===== config.mk =====
export PLATFORM = sky130hd
export DESIGN_NAME = wiper_preset_bank
export DESIGN_NICKNAME = d
export VERILOG_FILES = /design/src/rtl/wpb_pkg.sv /design/src/rtl/wpb_nv_sequencer.sv /design/src/rtl/wpb_tap_follow.sv /design/src/rtl/wiper_preset_bank.sv
export SDC_FILE = /design/constraint.sdc
export NUM_CORES = 1
export LEC_CHECK = 0
export ABC_AREA = 1
export BUFFER_PORTS_ARGS = -buffer_cell sky130_fd_sc_hd__buf_4
export CAP_MARGIN = 40
export CORE_AREA = 2 2 410 412
export DETAILED_ROUTE_END_ITERATION = 8
export DIE_AREA = 0 0 412 414
export PLACE_DENSITY = 0.3
export SYNTH_ARGS = -nofsm -noshare
export SYNTH_HDL_FRONTEND = slang
export SYNTH_HIERARCHICAL = 1
export SYNTH_SLANG_ARGS = --single-unit

===== constraint.sdc =====
create_clock -name clk -period 6.5 [get_ports clk]
set_clock_uncertainty 0.1 [all_clocks]
set_input_delay 0.975 -clock clk [delete_from_list [all_inputs] [get_ports clk]]
set_output_delay 0.975 -clock clk [all_outputs]
set_load 0.02 [all_outputs]

===== src/rtl/wpb_pkg.sv =====
`timescale 1ns/1ps
package wpb_pkg;
    localparam int WPB_DW   = 10;
    localparam int WPB_NPRE = 4;
    localparam int WPB_PW   = $clog2(WPB_NPRE);
    localparam int WPB_NTAP = 1 << WPB_DW;

    typedef logic [WPB_DW-1:0] code_t;
    typedef logic [WPB_PW-1:0] ptr_t;

    typedef enum logic [2:0] {
        OP_NOP      = 3'd0,
        OP_RD_WIPER = 3'd1,
        OP_WR_WIPER = 3'd2,
        OP_RD_SLOT  = 3'd3,
        OP_WR_SLOT  = 3'd4,
        OP_RECALL   = 3'd5,
        OP_STORE    = 3'd6,
        OP_RSVD     = 3'd7
    } wpb_op_e;

    typedef struct packed {
        ptr_t  sel;
        code_t data;
    } nv_req_t;

    function automatic logic op_is_nv(wpb_op_e op);
        return (op == OP_WR_SLOT) || (op == OP_STORE);
    endfunction

    function automatic logic op_is_read(wpb_op_e op);
        return (op == OP_RD_WIPER) || (op == OP_RD_SLOT);
    endfunction

    function automatic logic op_loads_wiper(wpb_op_e op);
        return (op == OP_WR_WIPER) || (op == OP_RECALL);
    endfunction
endpackage


===== src/rtl/wpb_nv_sequencer.sv =====
`timescale 1ns/1ps
module wpb_nv_sequencer
    import wpb_pkg::*;
#(
    parameter int NV_CYC = 500000
) (
    input  logic    clk,
    input  logic    rst,
    input  logic    arm,
    input  nv_req_t arm_req,
    input  logic    cancel,
    input  logic    stop,
    output logic    busy,
    output logic    commit,
    output nv_req_t commit_req
);
    localparam int CW = $clog2(NV_CYC + 1);

    logic          pend_q;
    logic          busy_q;
    logic [CW-1:0] cnt_q;
    nv_req_t       req_q;

    assign busy       = busy_q;
    assign commit     = busy_q && (cnt_q == CW'(1));
    assign commit_req = req_q;

    always_ff @(posedge clk) begin
        if (rst) begin
            pend_q <= 1'b0;
            busy_q <= 1'b0;
            cnt_q  <= '0;
            req_q  <= '0;
        end else if (busy_q) begin
            cnt_q <= cnt_q - CW'(1);
            if (cnt_q == CW'(1)) busy_q <= 1'b0;
        end else if (stop && pend_q) begin
            busy_q <= 1'b1;
            cnt_q  <= CW'(NV_CYC);
            pend_q <= 1'b0;
        end else if (arm) begin
            pend_q <= 1'b1;
            req_q  <= arm_req;
        end else if (cancel || stop) begin
            pend_q <= 1'b0;
        end
    end

    // a write cycle only begins on a stop that finds a write armed
    a_r7_busy_needs_stop: assert property (@(posedge clk) disable iff (rst)
        $rose(busy_q) |-> $past(stop && pend_q));

    // the commit stroke is the last busy cycle
    a_r7_commit_ends_busy: assert property (@(posedge clk) disable iff (rst)
        commit |=> !busy_q);
endmodule


===== src/rtl/wpb_tap_follow.sv =====
`timescale 1ns/1ps
module wpb_tap_follow
    import wpb_pkg::*;
#(
    parameter int WIPER_DLY = 800
) (
    input  logic                clk,
    input  logic                rst,
    input  logic                load,
    input  code_t               load_code,
    output logic [WPB_NTAP-1:0] tap_sel
);
    localparam int DCW = $clog2(WIPER_DLY + 1);

    code_t          staged_q;
    code_t          shown_q;
    logic [DCW-1:0] cnt_q;

    always_ff @(posedge clk) begin
        if (rst) begin
            staged_q <= '0;
            shown_q  <= '0;
            cnt_q    <= '0;
        end else if (load) begin
            staged_q <= load_code;
            cnt_q    <= DCW'(WIPER_DLY);
        end else if (cnt_q != '0) begin
            cnt_q <= cnt_q - DCW'(1);
            if (cnt_q == DCW'(1)) shown_q <= staged_q;
        end
    end

    for (genvar t = 0; t < WPB_NTAP; t++) begin : g_dec
        assign tap_sel[t] = (shown_q == WPB_DW'(t));
    end

    // exactly one tap switch is closed at all times
    a_r6_single_tap: assert property (@(posedge clk) disable iff (rst)
        $countones(tap_sel) == 1);

    // the tap holds while the response delay is still running
    a_r4_tap_waits: assert property (@(posedge clk) disable iff (rst)
        (cnt_q > DCW'(1)) |=> $stable(tap_sel));
endmodule


===== src/rtl/wiper_preset_bank.sv =====
`timescale 1ns/1ps
module wiper_preset_bank
    import wpb_pkg::*;
#(
    parameter int NV_CYC    = 500000,
    parameter int WIPER_DLY = 800,
    parameter logic [WPB_NPRE*WPB_DW-1:0] PRESET_INIT =
        {10'h2C1, 10'h3FF, 10'h000, 10'h15A}
) (
    input  logic                clk,
    input  logic                rst,
    input  logic                req_valid,
    input  logic [2:0]          req_op,
    input  logic [WPB_PW-1:0]   req_sel,
    input  logic [WPB_DW-1:0]   req_data,
    input  logic                stop_seen,
    input  logic                wp_n,
    output logic                busy,
    output logic                rd_valid,
    output logic [WPB_DW-1:0]   rd_data,
    output logic [WPB_NTAP-1:0] tap_sel
);
    wpb_op_e op;
    code_t   wiper_q;
    code_t   slot_q [WPB_NPRE];
    logic    recall_q;
    logic    accept, nv_go, cancel, load_now, commit;
    code_t   load_val;
    nv_req_t arm_req, commit_req;

    assign op       = wpb_op_e'(req_op);
    assign accept   = req_valid && !busy && !recall_q;
    assign nv_go    = accept && op_is_nv(op) && wp_n;
    assign cancel   = accept && !nv_go;
    assign arm_req  = '{sel: req_sel, data: (op == OP_STORE) ? wiper_q : req_data};
    assign load_now = recall_q || (accept && op_loads_wiper(op));
    assign load_val = recall_q ? slot_q[0] :
                      (op == OP_WR_WIPER) ? req_data : slot_q[req_sel];

    always_ff @(posedge clk) begin
        if (rst) begin
            wiper_q  <= '0;
            recall_q <= 1'b1;
        end else begin
            recall_q <= 1'b0;
            if (load_now) wiper_q <= load_val;
        end
    end

    for (genvar s = 0; s < WPB_NPRE; s++) begin : g_slot
        always_ff @(posedge clk) begin
            if (rst)
                slot_q[s] <= PRESET_INIT[s*WPB_DW +: WPB_DW];
            else if (commit && (commit_req.sel == WPB_PW'(s)))
                slot_q[s] <= commit_req.data;
        end

        // a slot changes only on the commit stroke of a write cycle
        a_r7_slot_hold: assert property (@(posedge clk) disable iff (rst)
            !$past(commit) |-> $stable(slot_q[s]));
    end

    always_ff @(posedge clk) begin
        if (rst) begin
            rd_valid <= 1'b0;
            rd_data  <= '0;
        end else begin
            rd_valid <= accept && op_is_read(op);
            if (accept && op_is_read(op))
                rd_data <= (op == OP_RD_WIPER) ? wiper_q : slot_q[req_sel];
        end
    end

    wpb_nv_sequencer #(.NV_CYC(NV_CYC)) i_seq (
        .clk(clk), .rst(rst), .arm(nv_go), .arm_req(arm_req),
        .cancel(cancel), .stop(stop_seen), .busy(busy),
        .commit(commit), .commit_req(commit_req)
    );

    wpb_tap_follow #(.WIPER_DLY(WIPER_DLY)) i_tap (
        .clk(clk), .rst(rst), .load(load_now), .load_code(load_val),
        .tap_sel(tap_sel)
    );

    // the wiper is frozen through a write cycle
    a_r8_wiper_frozen: assert property (@(posedge clk) disable iff (rst)
        (busy && $past(busy)) |-> $stable(wiper_q));

    // a protected preset write never starts a write cycle
    a_r9_protect_no_busy: assert property (@(posedge clk) disable iff (rst)
        (accept && op_is_nv(op) && !wp_n && !stop_seen) |=> !busy);

    // a read result only follows an accepted request
    a_r3_read_after_accept: assert property (@(posedge clk) disable iff (rst)
        rd_valid |-> $past(req_valid && !busy));
endmodule


==> impl_results.md <==
- First-pass GRT wire length: roughly 230 mm
- Leak pwr: slightly above 0.01 µW
- Area share of the largest cell type after synthesis: between 30% and 40%
- Drt wl/cell: around 35 µm
- Peak supply drop: roughly 170 µV
- Syn. warnings: 6
- 1st-iter DRT viols: around 1.8k
- Rows: 150
- TritonCTS clock tree: yes
- Vias in the first global route: 18.2k
- Fin. Hold Viols: 0
- Cells after Synth: around 2.3k
- Synth Cell Area: between 10000 and 15000 µm²
- HPWL Detailed: ~160 mm
- PortBufs: approximately 1.1k
- Endpoints failing setup: 0
- Max Transition Viols Final: 0
- Post-Place Setup Slack: around 2.6 ns
- Setup Crit Path Kind: reg -> out
- Post-route antenna net violation count: 0
- Sink Count: 125
- RSZ-0062 raised after global routing: no
- Post-CTS Repair Setup Buffers: 0
- Gpl congestion: between 0.8 and 0.9
- Crit path time final: ~4.3 ns
- Min-Delay Path Class: reg -> reg
- Aggregate global routing overflow: 0
- Worst-Skew Late Latency: about 0.47 ns
- Seq/Total Area, Yosys: about a quarter
- H-tree depth: 4
- Rel. slew slack: between 30% and 40%
- P&R area growth vs syn: 95.5%
- TritonRoute pass-1 iters: 5
- Layout fillers: 19.8k
- Fmax: about 230 MHz
- # DRC: 0
- Met1 Usage GRT: 26.8%
- Drt via density: between 3 and 4
- Status: finished, final reports clean
- Number of max-cap violations: 0
- Post-placement cell count: 5433
- Met3 Track Usage GR: approximately an eighth
- Largest net degree at the start of global routing: 128
- Avg Cell Area, Syn: just over 5 µm²
- Worst endpoint required time: approximately 5.4 ns
- Die W: 412 µm
- Root Driver: clkbuf_16
- Commonest non-fill, non-tap cells in the layout: 1153 x nor2_1, 1075 x buf_4, 487 x nand2_1
- Die Y: just over 400 µm
- Tot GR Track Use: 21.2%
- Clock slew at reported path FFs: approximately 0.060 ns
- Core box area: ~170000 µm²
- Syn Nets: around 2.3k
- FF+latch count, synth: 125
- Worst setup margin: 2.21 ns
- Max Root-Sink Buffers: 2
- Io pins: between 1k and 1.5k
- Layout cells sized above 1: roughly 36%
- Initial core utilization: around 7.1%
- Crit. End Element: output pin
- Critical Path AT: approximately 3.2 ns
- Power per Cell Area: approximately 93 nW/µm²
- Most common cell after layout, fill and taps aside: nor2_1
- # hold bufs at CTS: 0
- Die area: roughly 170000 µm²
- M2 GR Usage: between 30% and 40%
- Final cycle utilization of the critical path: between 60% and 70%
- Max Fanout on Critical Path: 16
- CTS resizes: 0
- Synth top area cells: nor2_1 38%, nand2_1 16%, dfxtp_1 14%, edfxtp_1 10%, nand3_1 3.3%
- Nets: ~3.3k
- Num CTS Buffers: 17
- Cell taking the most area after synthesis: nor2_1
- Drt total wl: between 150 and 200 mm
- TNS Setup: 0 ns
- Vias: between 15k and 20k
- Busiest grt layer: met2
- Layout Cells excl Fill: ~5.5k
- Crit path launch type: flip-flop
- Initial antenna violation count: 16
- Slew of the pin with the lowest slew margin: 0.994 ns
- Number of distinct library cells after synthesis: 35
-- kinds of logic after synthesis --
kind of cell               synth area share, %
xor gates and xnor gates                 0.373
buffers and inverters                     10.7
DFF                                       24.7
and+or+nand+nor                           58.4
adders and majority gates                0.532
AOI/OAI and AO/OA                         5.33
-- final timing paths --
| path | startpoint | endpoint | slack (ns) | cells after the start |
|---|---|---|---|---|
| max | i_tap/shown_q[5] | tap_sel[414] | 2.21 | 6 |
| min | i_seq/commit_req[7] | i_seq/commit_req[7] | 0.36 | 2 |
| max reg2reg | recall_q | i_tap/shown_q[4] | 2.73 | 12 |
| min reg2reg | i_seq/commit_req[7] | i_seq/commit_req[7] | 0.36 | 2 |
-- sequential cells by signal (all words and copies together), names as in the netlist, 10 cells and up --
| register | count |
|---|---|
| rd_data | 10 |
| i_seq/commit_req | 12 |
| slot_q | 40 |
| wiper_q | 10 |
| i_tap/staged_q | 10 |
| i_tap/shown_q | 10 |
| i_tap/cnt_q | 10 |
| i_seq/cnt_q | 19 |
-- metrics by stage --
| step | util, % | hold slack [ns] | power [µW] | instance area [µm²] |
|---|---|---|---|---|
| global route | 13.8 | 0.390 | 2240 | 22900 |
| floorplan | - | 0.336 | 1040 | 11800 |
| detailed placement | 13.4 | 0.356 | 1150 | 22300 |
| CTS | 13.8 | 0.365 | 2170 | 22900 |
| global placement | 13.2 | 0.352 | 1150 | 22000 |
| finish | 13.8 | 0.364 | 2140 | 23000 |
-- routing by layer --
layer / up-vias / wire, µm
met4: 10 / 3740
met2: 1048 / 79300
met1: 9731 / 81300
met3: 116 / 26200
li1: 8899 / -
met5: - / 76
-- report_power, final --
group	switching, µW	internal (µW)	leakage (µW)	total, µW
Combinational	196	76.6	0.00903	272
Sequential	23.9	833	0.00104	857
Clock	411	600	0.000287	1010
-- cell type report --
type	instances	area (µm²)	area share [%]
timing repair buffer	1098	8490	37.0
multi-input combinational	1900	7780	33.9
sequential	125	2900	12.6
tap	2204	2760	12.0
clock buffer	17	425	1.85
inverter	108	405	1.76
clock inverter	15	171	0.746
antenna	16	40.0	0.174
-- critical path, stage by stage, from the launching register on --
cell and delay [ns]:
dfxtp_1 0.32, inv_1 0.09, nand2_1 0.13, nor2_1 0.70, nand2_1 0.83, nor2_1 0.45
buf_4 0.21
-- synthesized netlist by cell type (all sizes together) --
master	count
nor4	4
buf	95
o21ai	63
nand2	494
dfxtp	85
o21a	1
edfxtp	40
ha	5
clkinv	1
a31oi	1
o211ai	1
clkbuf	81
a21oi	46
nand3b	1
nand4	2
o22ai	2
nand3	82
nor2	1182
o311a	1
a22oi	1
o31ai	3
nor3	5
xor2	3
xnor2	2
a211oi	1
inv	107
No activity file was read; power rests on OpenSTA's default activity.
